--- src/rtl/alert_cls_pkg.sv ---
package alert_cls_pkg;

  localparam int IdxW         = 8;
  localparam int DataW        = 8;
  localparam int NumLocAlerts = 7;

  // Local alert identifiers (offset from NumAlerts in the source index space)
  localparam int LocPingFailAlert = 0;
  localparam int LocPingFailEsc   = 1;
  localparam int LocIntegAlert    = 2;
  localparam int LocIntegEsc      = 3;
  localparam int LocIntegBus      = 4;
  localparam int LocShadowUpdate  = 5;
  localparam int LocShadowStore   = 6;

  typedef enum logic [2:0] {
    SelLock     = 3'd0,
    SelEnable   = 3'd1,
    SelClass    = 3'd2,
    SelCauseClr = 3'd3,
    SelIrqClr   = 3'd4
  } cfgSel_e;

  typedef struct packed {
    logic             lockClr;
    logic             enWr;
    logic             classWr;
    logic             causeClr;
    logic             irqClr;
    logic [IdxW-1:0]  idx;
    logic [DataW-1:0] data;
  } cfgStrb_t;

endpackage

--- src/rtl/alert_cls_map.sv ---
module alert_cls_map
  import alert_cls_pkg::*;
#(
  parameter int NumSrc     = 11,
  parameter int NumClasses = 4,
  parameter int ClassW     = 2
) (
  input  logic [NumSrc-1:0]        fire,
  input  logic [NumSrc-1:0]        enable,
  input  logic [NumSrc*ClassW-1:0] classMap,
  output logic [NumSrc-1:0]        setVec,
  output logic [NumClasses-1:0]    hitVec
);

  assign setVec = fire & enable;

  for (genvar c = 0; c < NumClasses; c++) begin : g_class
    logic [NumSrc-1:0] member;
    for (genvar s = 0; s < NumSrc; s++) begin : g_src
      assign member[s] = (classMap[s*ClassW +: ClassW] == ClassW'(c));
    end
    assign hitVec[c] = |(setVec & member);
  end

endmodule

--- src/rtl/alert_cls_ctrl.sv ---
module alert_cls_ctrl
  import alert_cls_pkg::*;
#(
  parameter int NumSrc     = 11,
  parameter int NumClasses = 4
) (
  input  logic              clk,
  input  logic              rstN,
  input  logic              cfgWe,
  input  logic [2:0]        cfgSel,
  input  logic [IdxW-1:0]   cfgIdx,
  input  logic [DataW-1:0]  cfgWdata,
  output logic [NumSrc-1:0] lockQ,
  output cfgStrb_t          strb
);

  logic inSrc, inClass, lockAtIdx;
  cfgSel_e sel;

  assign sel     = cfgSel_e'(cfgSel);
  assign inSrc   = (int'(cfgIdx) < NumSrc);
  assign inClass = (int'(cfgIdx) < NumClasses);

  always_comb begin
    lockAtIdx = 1'b0;
    for (int s = 0; s < NumSrc; s++) begin
      if (cfgIdx == IdxW'(s)) lockAtIdx = lockQ[s];
    end
  end

  always_comb begin
    strb          = '0;
    strb.idx      = cfgIdx;
    strb.data     = cfgWdata;
    if (cfgWe) begin
      unique case (sel)
        SelLock:     strb.lockClr  = inSrc && !cfgWdata[0];
        SelEnable:   strb.enWr     = inSrc && lockAtIdx;
        SelClass:    strb.classWr  = inSrc && lockAtIdx;
        SelCauseClr: strb.causeClr = inSrc && cfgWdata[0];
        SelIrqClr:   strb.irqClr   = inClass && cfgWdata[0];
        default:     ;
      endcase
    end
  end

  for (genvar s = 0; s < NumSrc; s++) begin : g_lock
    always_ff @(posedge clk or negedge rstN) begin
      if (!rstN) begin
        lockQ[s] <= 1'b1;
      end else if (strb.lockClr && strb.idx == IdxW'(s)) begin
        lockQ[s] <= 1'b0;
      end
    end
  end

  // a lock bit never returns to 1 after being cleared
  assert_lock_sticky_R2: assert property (@(posedge clk) disable iff (!rstN)
    (lockQ & ~$past(lockQ)) == '0);

  // a single write produces at most one strobe
  assert_single_op_R4: assert property (@(posedge clk) disable iff (!rstN)
    $onehot0({strb.lockClr, strb.enWr, strb.classWr, strb.causeClr, strb.irqClr}));

  // no strobe without a write
  assert_no_op_idle_R4: assert property (@(posedge clk) disable iff (!rstN)
    !cfgWe |-> !(strb.lockClr || strb.enWr || strb.classWr || strb.causeClr || strb.irqClr));

endmodule

--- src/rtl/alert_cls_datapath.sv ---
module alert_cls_datapath
  import alert_cls_pkg::*;
#(
  parameter int NumSrc     = 11,
  parameter int NumClasses = 4,
  parameter int ClassW     = 2
) (
  input  logic                     clk,
  input  logic                     rstN,
  input  logic [NumSrc-1:0]        fire,
  input  logic [NumSrc-1:0]        lockQ,
  input  cfgStrb_t                 strb,
  output logic [NumSrc-1:0]        enQ,
  output logic [NumSrc*ClassW-1:0] classQ,
  output logic [NumSrc-1:0]        causeQ,
  output logic [NumClasses-1:0]    irqQ,
  output logic [NumClasses-1:0]    hitQ
);

  logic [NumSrc-1:0]     setVec;
  logic [NumClasses-1:0] hitVec;
  logic                  unusedStrb;

  assign unusedStrb = ^{strb.lockClr, strb.data[DataW-1:ClassW]};

  alert_cls_map #(
    .NumSrc    (NumSrc),
    .NumClasses(NumClasses),
    .ClassW    (ClassW)
  ) u_map (
    .fire    (fire),
    .enable  (enQ),
    .classMap(classQ),
    .setVec  (setVec),
    .hitVec  (hitVec)
  );

  for (genvar s = 0; s < NumSrc; s++) begin : g_src
    logic sel;
    assign sel = (strb.idx == IdxW'(s));

    always_ff @(posedge clk or negedge rstN) begin
      if (!rstN) begin
        enQ[s]                     <= 1'b0;
        classQ[s*ClassW +: ClassW] <= '0;
        causeQ[s]                  <= 1'b0;
      end else begin
        if (strb.enWr && sel)    enQ[s] <= strb.data[0];
        if (strb.classWr && sel) classQ[s*ClassW +: ClassW] <= strb.data[ClassW-1:0];
        causeQ[s] <= setVec[s] | (causeQ[s] & ~(strb.causeClr && sel));
      end
    end

    // class field frozen while the lock is clear
    assert_class_frozen_R3: assert property (@(posedge clk) disable iff (!rstN)
      !$past(lockQ[s]) |-> $stable(classQ[s*ClassW +: ClassW]));
  end

  for (genvar c = 0; c < NumClasses; c++) begin : g_cls
    always_ff @(posedge clk or negedge rstN) begin
      if (!rstN) begin
        irqQ[c] <= 1'b0;
        hitQ[c] <= 1'b0;
      end else begin
        hitQ[c] <= hitVec[c];
        irqQ[c] <= hitVec[c] | (irqQ[c] & ~(strb.irqClr && strb.idx == IdxW'(c)));
      end
    end
  end

  // enables frozen while the lock is clear
  assert_enable_frozen_R3: assert property (@(posedge clk) disable iff (!rstN)
    ((~$past(lockQ)) & (enQ ^ $past(enQ))) == '0);

  // a cause bit only falls after a clear strobe
  assert_cause_sticky_R5: assert property (@(posedge clk) disable iff (!rstN)
    (|($past(causeQ) & ~causeQ)) |-> $past(strb.causeClr));

  // a cause bit only rises for a source that fired while enabled
  assert_cause_needs_enable_R6: assert property (@(posedge clk) disable iff (!rstN)
    (causeQ & ~$past(causeQ) & ~$past(fire & enQ)) == '0);

  // a hit always leaves its interrupt bit set
  assert_hit_sets_irq_R9: assert property (@(posedge clk) disable iff (!rstN)
    (hitQ & ~irqQ) == '0);

endmodule

--- src/rtl/alert_cls_top.sv ---
module alert_cls_top
  import alert_cls_pkg::*;
#(
  parameter  int NumAlerts  = 4,
  parameter  int NumClasses = 4,
  localparam int NumSrc     = NumAlerts + NumLocAlerts,
  localparam int ClassW     = (NumClasses > 1) ? $clog2(NumClasses) : 1
) (
  input  logic                     clk,
  input  logic                     rstN,
  input  logic [NumAlerts-1:0]     alertIn,
  input  logic [NumLocAlerts-1:0]  locAlertIn,
  input  logic                     cfgWe,
  input  logic [2:0]               cfgSel,
  input  logic [IdxW-1:0]          cfgIdx,
  input  logic [DataW-1:0]         cfgWdata,
  output logic [NumSrc-1:0]        causeOut,
  output logic [NumClasses-1:0]    irqState,
  output logic [NumClasses-1:0]    classHit,
  output logic [NumSrc-1:0]        lockOut,
  output logic [NumSrc-1:0]        enableOut,
  output logic [NumSrc*ClassW-1:0] classMapOut
);

  cfgStrb_t          strb;
  logic [NumSrc-1:0] fire;

  assign fire = {locAlertIn, alertIn};

  alert_cls_ctrl #(
    .NumSrc    (NumSrc),
    .NumClasses(NumClasses)
  ) u_ctrl (
    .clk     (clk),
    .rstN    (rstN),
    .cfgWe   (cfgWe),
    .cfgSel  (cfgSel),
    .cfgIdx  (cfgIdx),
    .cfgWdata(cfgWdata),
    .lockQ   (lockOut),
    .strb    (strb)
  );

  alert_cls_datapath #(
    .NumSrc    (NumSrc),
    .NumClasses(NumClasses),
    .ClassW    (ClassW)
  ) u_dp (
    .clk   (clk),
    .rstN  (rstN),
    .fire  (fire),
    .lockQ (lockOut),
    .strb  (strb),
    .enQ   (enableOut),
    .classQ(classMapOut),
    .causeQ(causeOut),
    .irqQ  (irqState),
    .hitQ  (classHit)
  );

endmodule

--- config.mk ---
export PLATFORM = sky130hd
export DESIGN_NAME = alert_cls_top
export DESIGN_NICKNAME = d
export VERILOG_FILES = /design/src/rtl/alert_cls_pkg.sv /design/src/rtl/alert_cls_map.sv /design/src/rtl/alert_cls_ctrl.sv /design/src/rtl/alert_cls_datapath.sv /design/src/rtl/alert_cls_top.sv
export SDC_FILE = /design/constraint.sdc
export NUM_CORES = 1
export LEC_CHECK = 0
export BUFFER_PORTS_ARGS = -buffer_cell sky130_fd_sc_hd__buf_2
export CAP_MARGIN = 20
export CORE_AREA = 2 2 86 88
export CTS_BUF_LIST = sky130_fd_sc_hd__clkbuf_4
export DETAILED_ROUTE_END_ITERATION = 8
export DIE_AREA = 0 0 88 90
export GPL_ROUTABILITY_DRIVEN = 0
export PLACE_DENSITY = 0.83
export SYNTH_ARGS = -nofsm -noshare
export SYNTH_HDL_FRONTEND = slang
export SYNTH_SLANG_ARGS = --single-unit
--- constraint.sdc ---
create_clock -name clk -period 1.7 [get_ports clk]
set_input_delay 0.17 -clock clk [delete_from_list [all_inputs] [get_ports clk]]
set_output_delay 0.17 -clock clk [all_outputs]
set_load 0.05 [all_outputs]
### Yosys cells after proc, flatten, opt, wreduce, memory -nomap -nowiden

Cells that the tools add are included.

* bits in registers: 63
* bits of input ports: 33

* magnitude comparators: 2
* equality and inequality tests: 47
* mux-type cells: 17
* bitwise gates (word level): 50
* reduce and logical (&&, ||, !) cells: 70

Operators with widths (number)
* AND 11 bit: 5
* logical AND 1 bit: 52
* equality test 2 bit (second input constant): 22
* OR reduction 11 bit: 4
* equality test 8 x 3 -> 1 bit (second input constant): 4
* equality test 8 x 4 -> 1 bit (second input constant): 3
* equality test 2 x 1 -> 1 bit (second input constant): 11
* logical NOT 2 bit: 11
* equality test 8 x 2 -> 1 bit (second input constant): 2
* 2-to-1 mux 1 bit: 16
* AND 1 bit: 15
* inverter 1 bit: 15
* OR 1 bit: 15
* equality test 8 x 1 -> 1 bit (second input constant): 1
* logical NOT 8 bit: 1
* < comparator 8 x 3 -> 1 bit (second input constant): 1
* < comparator 8 x 4 -> 1 bit (second input constant): 1
* equality test 3 x 2 -> 1 bit (second input constant): 2
* 2-to-1 mux 5 bit: 1
* equality test 3 x 1 -> 1 bit (second input constant): 1
* equality test 3 bit (second input constant): 1
* logical NOT 3 bit: 1
* logical NOT 1 bit: 1

### Longest topological paths before layout

* word-level depth: 19
* depth in mapped cells: 6

### Cells and area by module

A second synthesis with hierarchy kept.

* cell total of the unflattened synthesis: 330
* area total of the unflattened synthesis: 3463.3 sq um

By module, submodules not included
* alert_cls_datapath: times used 1, cells an instance 163, area each 2202.1 sq um, seq. area each 1301.2 sq um
* alert_cls_ctrl: times used 1, cells an instance 83, area each 787.0 sq um, seq. area each 289.0 sq um
* alert_cls_map: times used 1, cells an instance 84, area each 474.2 sq um, seq. area each 0.0 sq um

### Worst setup path before layout

No wires, ideal clock.

* kind: flip-flop to flip-flop
* from: register u_ctrl.lockQ[5]
* to: register u_dp.classQ[5]
* library setup time: 125 ps
* arrival: 1770 ps
* data required time: 1575 ps
* path slack: -195 ps
* stages on the path, launching flop included: 6
* path through: dfstp_2 -> mux2i_1 -> a22oi_1 -> clkbuf_1 -> nand4_1 -> mux2_2

* word-level cells in the longest chain between the ends: 10

RTL lines
* start: declaration: line alert_cls_ctrl.sv:13 `output logic [NumSrc-1:0] lockQ,`
* start signal: indexed assignment: line alert_cls_ctrl.sv:50 `lockQ[s] <= 1'b1;`
* start signal: indexed assignment: line alert_cls_ctrl.sv:52 `lockQ[s] <= 1'b0;`
* 2-to-1 mux 1 bit (6 in a row): line alert_cls_ctrl.sv:27 `if (cfgIdx == IdxW'(s)) lockAtIdx = lockQ[s];`
* logical AND 1 bit: line alert_cls_ctrl.sv:39 `SelClass: strb.classWr = inSrc && lockAtIdx;`
* 2-to-1 mux 1 bit: line alert_cls_ctrl.sv:36 `unique case (sel)`
* 2-to-1 mux 5 bit: line alert_cls_ctrl.sv:35 `if (cfgWe) begin`
* logical AND 1 bit: line alert_cls_datapath.sv:49 `if (strb.classWr && sel) classQ[s*ClassW +: ClassW] <= strb.data[ClassW-1:0];`
* end signal: indexed assignment: line alert_cls_datapath.sv:49
* end: declaration: line alert_cls_datapath.sv:14 `output logic [NumSrc*ClassW-1:0] classQ,`

No other way between the ends.
A chain may end at the register's enable or synchronous reset.

### Worst setup path after layout

* from: register u_ctrl.lockQ[5]
* to: register u_dp.classQ[3]

Same word-level chain as after synthesis.

==> parameters.txt <==
Parameter                              Value

Run status
  Status    finished, final reports clean

Pwr
  Sequential group share of total power    roughly 52%
  Logic gate share of total power    8.2%
  Net switching fraction of the power    around 24%
  Sw power    ~710 uW
  Int Pwr    around 2200 uW
  Share of total power in the clock network    40.1%
  Leakage power    0.00217 uW
  IR drop worst, VDD    0.547 mV
  Total power density per cell area    685 mW/mm^2

Critical path
  Crit path kind    reg2reg
  Required arrival time at the worst endpoint    2.01 ns
  Setup slack of the most critical reg-to-reg path    ~0.048 ns
  Arrival time of the worst setup path    around 2 ns
  Maximum fanout count along the critical path    6
  End point of the critical path    u_dp.classQ[3]
  Critical Path Start    u_ctrl.lockQ[5]
  Startpoint types    flop
  Critical Path Sink Type    flop
  Worst reg2reg endpoint    u_dp.classQ[3]
  Startpoint of the worst-slack reg-to-reg timing path    u_ctrl.lockQ[5]
  Reg2Reg Depth    5

Global routing
  Via count of the first global-routing pass    3101
  Global route overflow    0
  Total global routing track utilization    26.2%
  Initial antenna violation count    0
  Wire length of the first global-routing pass    approximately 16 mm
  Maximum number of pins on one net before global-route repair    27

Logic synthesis
  Post-synthesis sequential area ratio    around half
  Cell variety after synth    39
  Synthesized area per cell    around 10 um^2
  Number of nets produced by synthesis    344
  Fraction of registers with async set or reset after synthesis    100%
  Post-synth EDFFs    0
  Primary flip-flop cell chosen by synthesis mapping    sky130_fd_sc_hd__dfrtp_1
  Synth Warn #    0
  Number of flip-flops and latches in the synthesized netlist    63
  Number of cells produced by synthesis    between 300 and 400
  Combined area of all synthesized cells    0.00324 mm^2

STA
  Transition at the pin with the smallest max-transition slack    0.652 ns
  Max frequency    605 MHz
  Endpoints failing hold    0
  Count of final max-slew check failures    0
  Final setup slack of the worst path    0.0483 ns
  Worst setup skew after layout    0.0124 ns
  Total negative setup slack    0 ns
  Setup repair after global routing missed its margin    yes
  Part of the cycle the worst path needs    between 90 and 100%
  Number of endpoints failing setup at the final stage    0
  Minimum period implied by the final worst setup slack    about 1.7 ns
  Worst-case headroom to the max-slew limit    56.6%

Detailed routing
  Drt total wl    10.2 mm
  Iter 0 DRT Violations    326
  Via/cell ratio    6.03
  Number of nets with antenna violations after detailed routing    0
  Initial DRT Pass Iterations    7
  Number of remaining DRC errors    0
  Final routed wire length divided by cell count    19.0 um
  Via count    around 3200

Min path
  Worst hold-check path type    in2reg

Finish
  Area Growth Syn to Fin    30.8%
  Post-route standard cell area excluding fillers    about 0.0042 mm^2
  Layout cell share with drive strength beyond 1    a little over two fifths
  Antenna cells    0
  Number of nets in the layout    463
  Final standard cell utilization of the core    between 60% and 70%

Placement
  DP Area    a little over 0.004 mm^2
  Port-buffer cells    89
  Worst setup timing slack at the placement stage    -0.276 ns
  DPL Wire Length    7.65 mm

Clocking
  CTS buffer count    9
  Clock transition at the register clock pins on the worst setup and hold paths after CTS    0.11 ns
  Maximum clock insertion buffer count    2
  Clock Latency Late Sink    0.42 ns
  # clock sinks    63
  Buffer type at the clock tree root    sky130_fd_sc_hd__clkbuf_4
  Htree depth    3
  TritonCTS clock tree    done

Floorplanning
  Die width    88 um
  Core ar.    about 0.007 mm^2
  IO Pins    96
  Overall die height    90 um
  Number of standard-cell rows in the floorplan    31
  Initial Utilization    46.2%
  Die footprint    0.00792 mm^2

Job
  MaxCap Viol Count    0
## final cells by class
type,count,area (um^2)
Clock buffer,10,75.1
Clock inverter,6,85.1
Fill cell,580,2780
Inverter,5,18.8
Multi-Input combinational cell,229,1620
Sequential cell,63,1590
Tap cell,99,124
Timing Repair Buffer,122,724
## kinds of logic (layout without fill, tap and decap cells)
kind of cell	count (synthesis)	in the layout	share of synthesized area, %
DFF	63	63	49.1
buffers and inverters	19	143	2.36
and+or+nand+nor	148	148	26.5
AOI/OAI and AO/OA	43	43	9.04
muxes	38	38	13.1
## cells in the final DEF, fill, tap and decap left out, types with 3 or more instances in the layout
master	n
sky130_fd_sc_hd__dfrtp_1	52
sky130_fd_sc_hd__buf_4	29
sky130_fd_sc_hd__buf_2	89
sky130_fd_sc_hd__dfstp_2	11
sky130_fd_sc_hd__or3_1	4
sky130_fd_sc_hd__nand2_1	29
sky130_fd_sc_hd__o2111ai_1	5
sky130_fd_sc_hd__clkbuf_4	10
sky130_fd_sc_hd__nor4_1	3
sky130_fd_sc_hd__inv_1	5
sky130_fd_sc_hd__nor4bb_1	4
sky130_fd_sc_hd__nand4b_1	7
sky130_fd_sc_hd__a21oi_1	3
sky130_fd_sc_hd__o32ai_1	3
sky130_fd_sc_hd__nand4_1	25
sky130_fd_sc_hd__nor2_1	8
sky130_fd_sc_hd__nor3_1	9
sky130_fd_sc_hd__mux2_4	3
sky130_fd_sc_hd__nand2b_1	4
sky130_fd_sc_hd__o21ai_0	14
sky130_fd_sc_hd__and3_1	8
sky130_fd_sc_hd__mux2i_1	4
sky130_fd_sc_hd__nor2b_1	7
sky130_fd_sc_hd__nand3_1	28
sky130_fd_sc_hd__mux2_2	30
sky130_fd_sc_hd__o21a_1	11
## cells in the mapped netlist (3+ instances only)
cell                        number  share of area, %
sky130_fd_sc_hd__dfstp_2        11               8.9
sky130_fd_sc_hd__o2111ai_1       5               1.4
sky130_fd_sc_hd__and3_1          8               1.5
sky130_fd_sc_hd__nand3_1        29               4.5
sky130_fd_sc_hd__mux2i_1         4               1.2
sky130_fd_sc_hd__inv_1           5              0.58
sky130_fd_sc_hd__nor4bb_1        4               1.2
sky130_fd_sc_hd__a21oi_1         3              0.46
sky130_fd_sc_hd__or3_1           4              0.77
sky130_fd_sc_hd__nor3_1          9               1.4
sky130_fd_sc_hd__dfrtp_1        52                40
sky130_fd_sc_hd__nor2_1          8              0.93
sky130_fd_sc_hd__nor2b_1         7               1.4
sky130_fd_sc_hd__clkbuf_1       11               1.3
sky130_fd_sc_hd__nand4b_1        7               1.9
sky130_fd_sc_hd__mux2_2         32                11
sky130_fd_sc_hd__o21a_1         11               2.5
sky130_fd_sc_hd__o21ai_0        14               2.2
sky130_fd_sc_hd__nand2_1        30               3.5
sky130_fd_sc_hd__o32ai_1         3              0.81
sky130_fd_sc_hd__nand2b_1        4              0.77
sky130_fd_sc_hd__nor4_1          4              0.77
sky130_fd_sc_hd__nand4_1        25               4.8
## state kept, by name (all words and copies together), names as in the netlist
name and flops:
u_dp.enQ 11, u_dp.irqQ 4, u_dp.classQ 22, u_dp.causeQ 11, u_ctrl.lockQ 11, u_dp.hitQ 4
## critical path, cell delays in order, from the launching register on
cell and delay (ns):
sky130_fd_sc_hd__dfstp_2 0.56, sky130_fd_sc_hd__mux2i_1 0.10, sky130_fd_sc_hd__a22oi_2 0.24, sky130_fd_sc_hd__buf_6 0.17, sky130_fd_sc_hd__nand4_1 0.16, sky130_fd_sc_hd__mux2_4 0.33
## metal layers
| metal | global-route usage [%] | vias to the layer above | part of all wire, % | routed length (um) |
|---|---|---|---|---|
| met5 | 0 | - | 0 | 0 |
| met1 | 34.7 | 1557 | 40 | 4050 |
| met2 | 40.0 | 196 | 46 | 4710 |
| met3 | 6.80 | 36 | 9.2 | 931 |
| li1 | - | 1429 | - | - |
| met4 | 12.2 | 0 | 4.6 | 465 |
## worst min path at each step
stage / startpoint / end / slack (ns) / cells after the start
6_report: alertIn[1] / u_dp.causeQ[1] / 0.05 / 3
5_1_grt: alertIn[1] / u_dp.causeQ[1] / 0.05 / 3
4_1_cts: locAlertIn[6] / u_dp.causeQ[10] / 0.05 / 3
3_5_place_dp: rstN / u_dp.irqQ[1] / 0.22 / 1
3_3_place_gp: rstN / u_dp.causeQ[4] / 0.21 / 1
2_1_floorplan: rstN / u_dp.causeQ[0] / -0.13 / 0
## timing repair
| action | 4_1_cts | 5_1_grt |
|---|---|---|
| resized for setup | 0 | 6 |
| hold buffers | 1 | 0 |
| hold endpoints to repair | 14 | 0 |
| setup buffers | 0 | 1 |
| endpoints found under the setup margin | 0 | 12 |
## through the flow
step	cells	total power [uW]	hold WS, ns
floorplan	311	1610	-0.126
global placement	515	1750	0.206
detailed placement	515	1750	0.219
CTS	532	2910	0.0459
global route	534	3010	0.0543
finish	534	2900	0.0470
## power by group through the flow
stage	logic (uW)	registers [uW]	clock network (uW)
global placement	218	1530	0
CTS	228	1500	1180
detailed placement	223	1530	0
global route	259	1500	1240
finish	238	1500	1160
floorplan	70.7	1530	0
No activity file was read; power rests on OpenSTA's default activity.
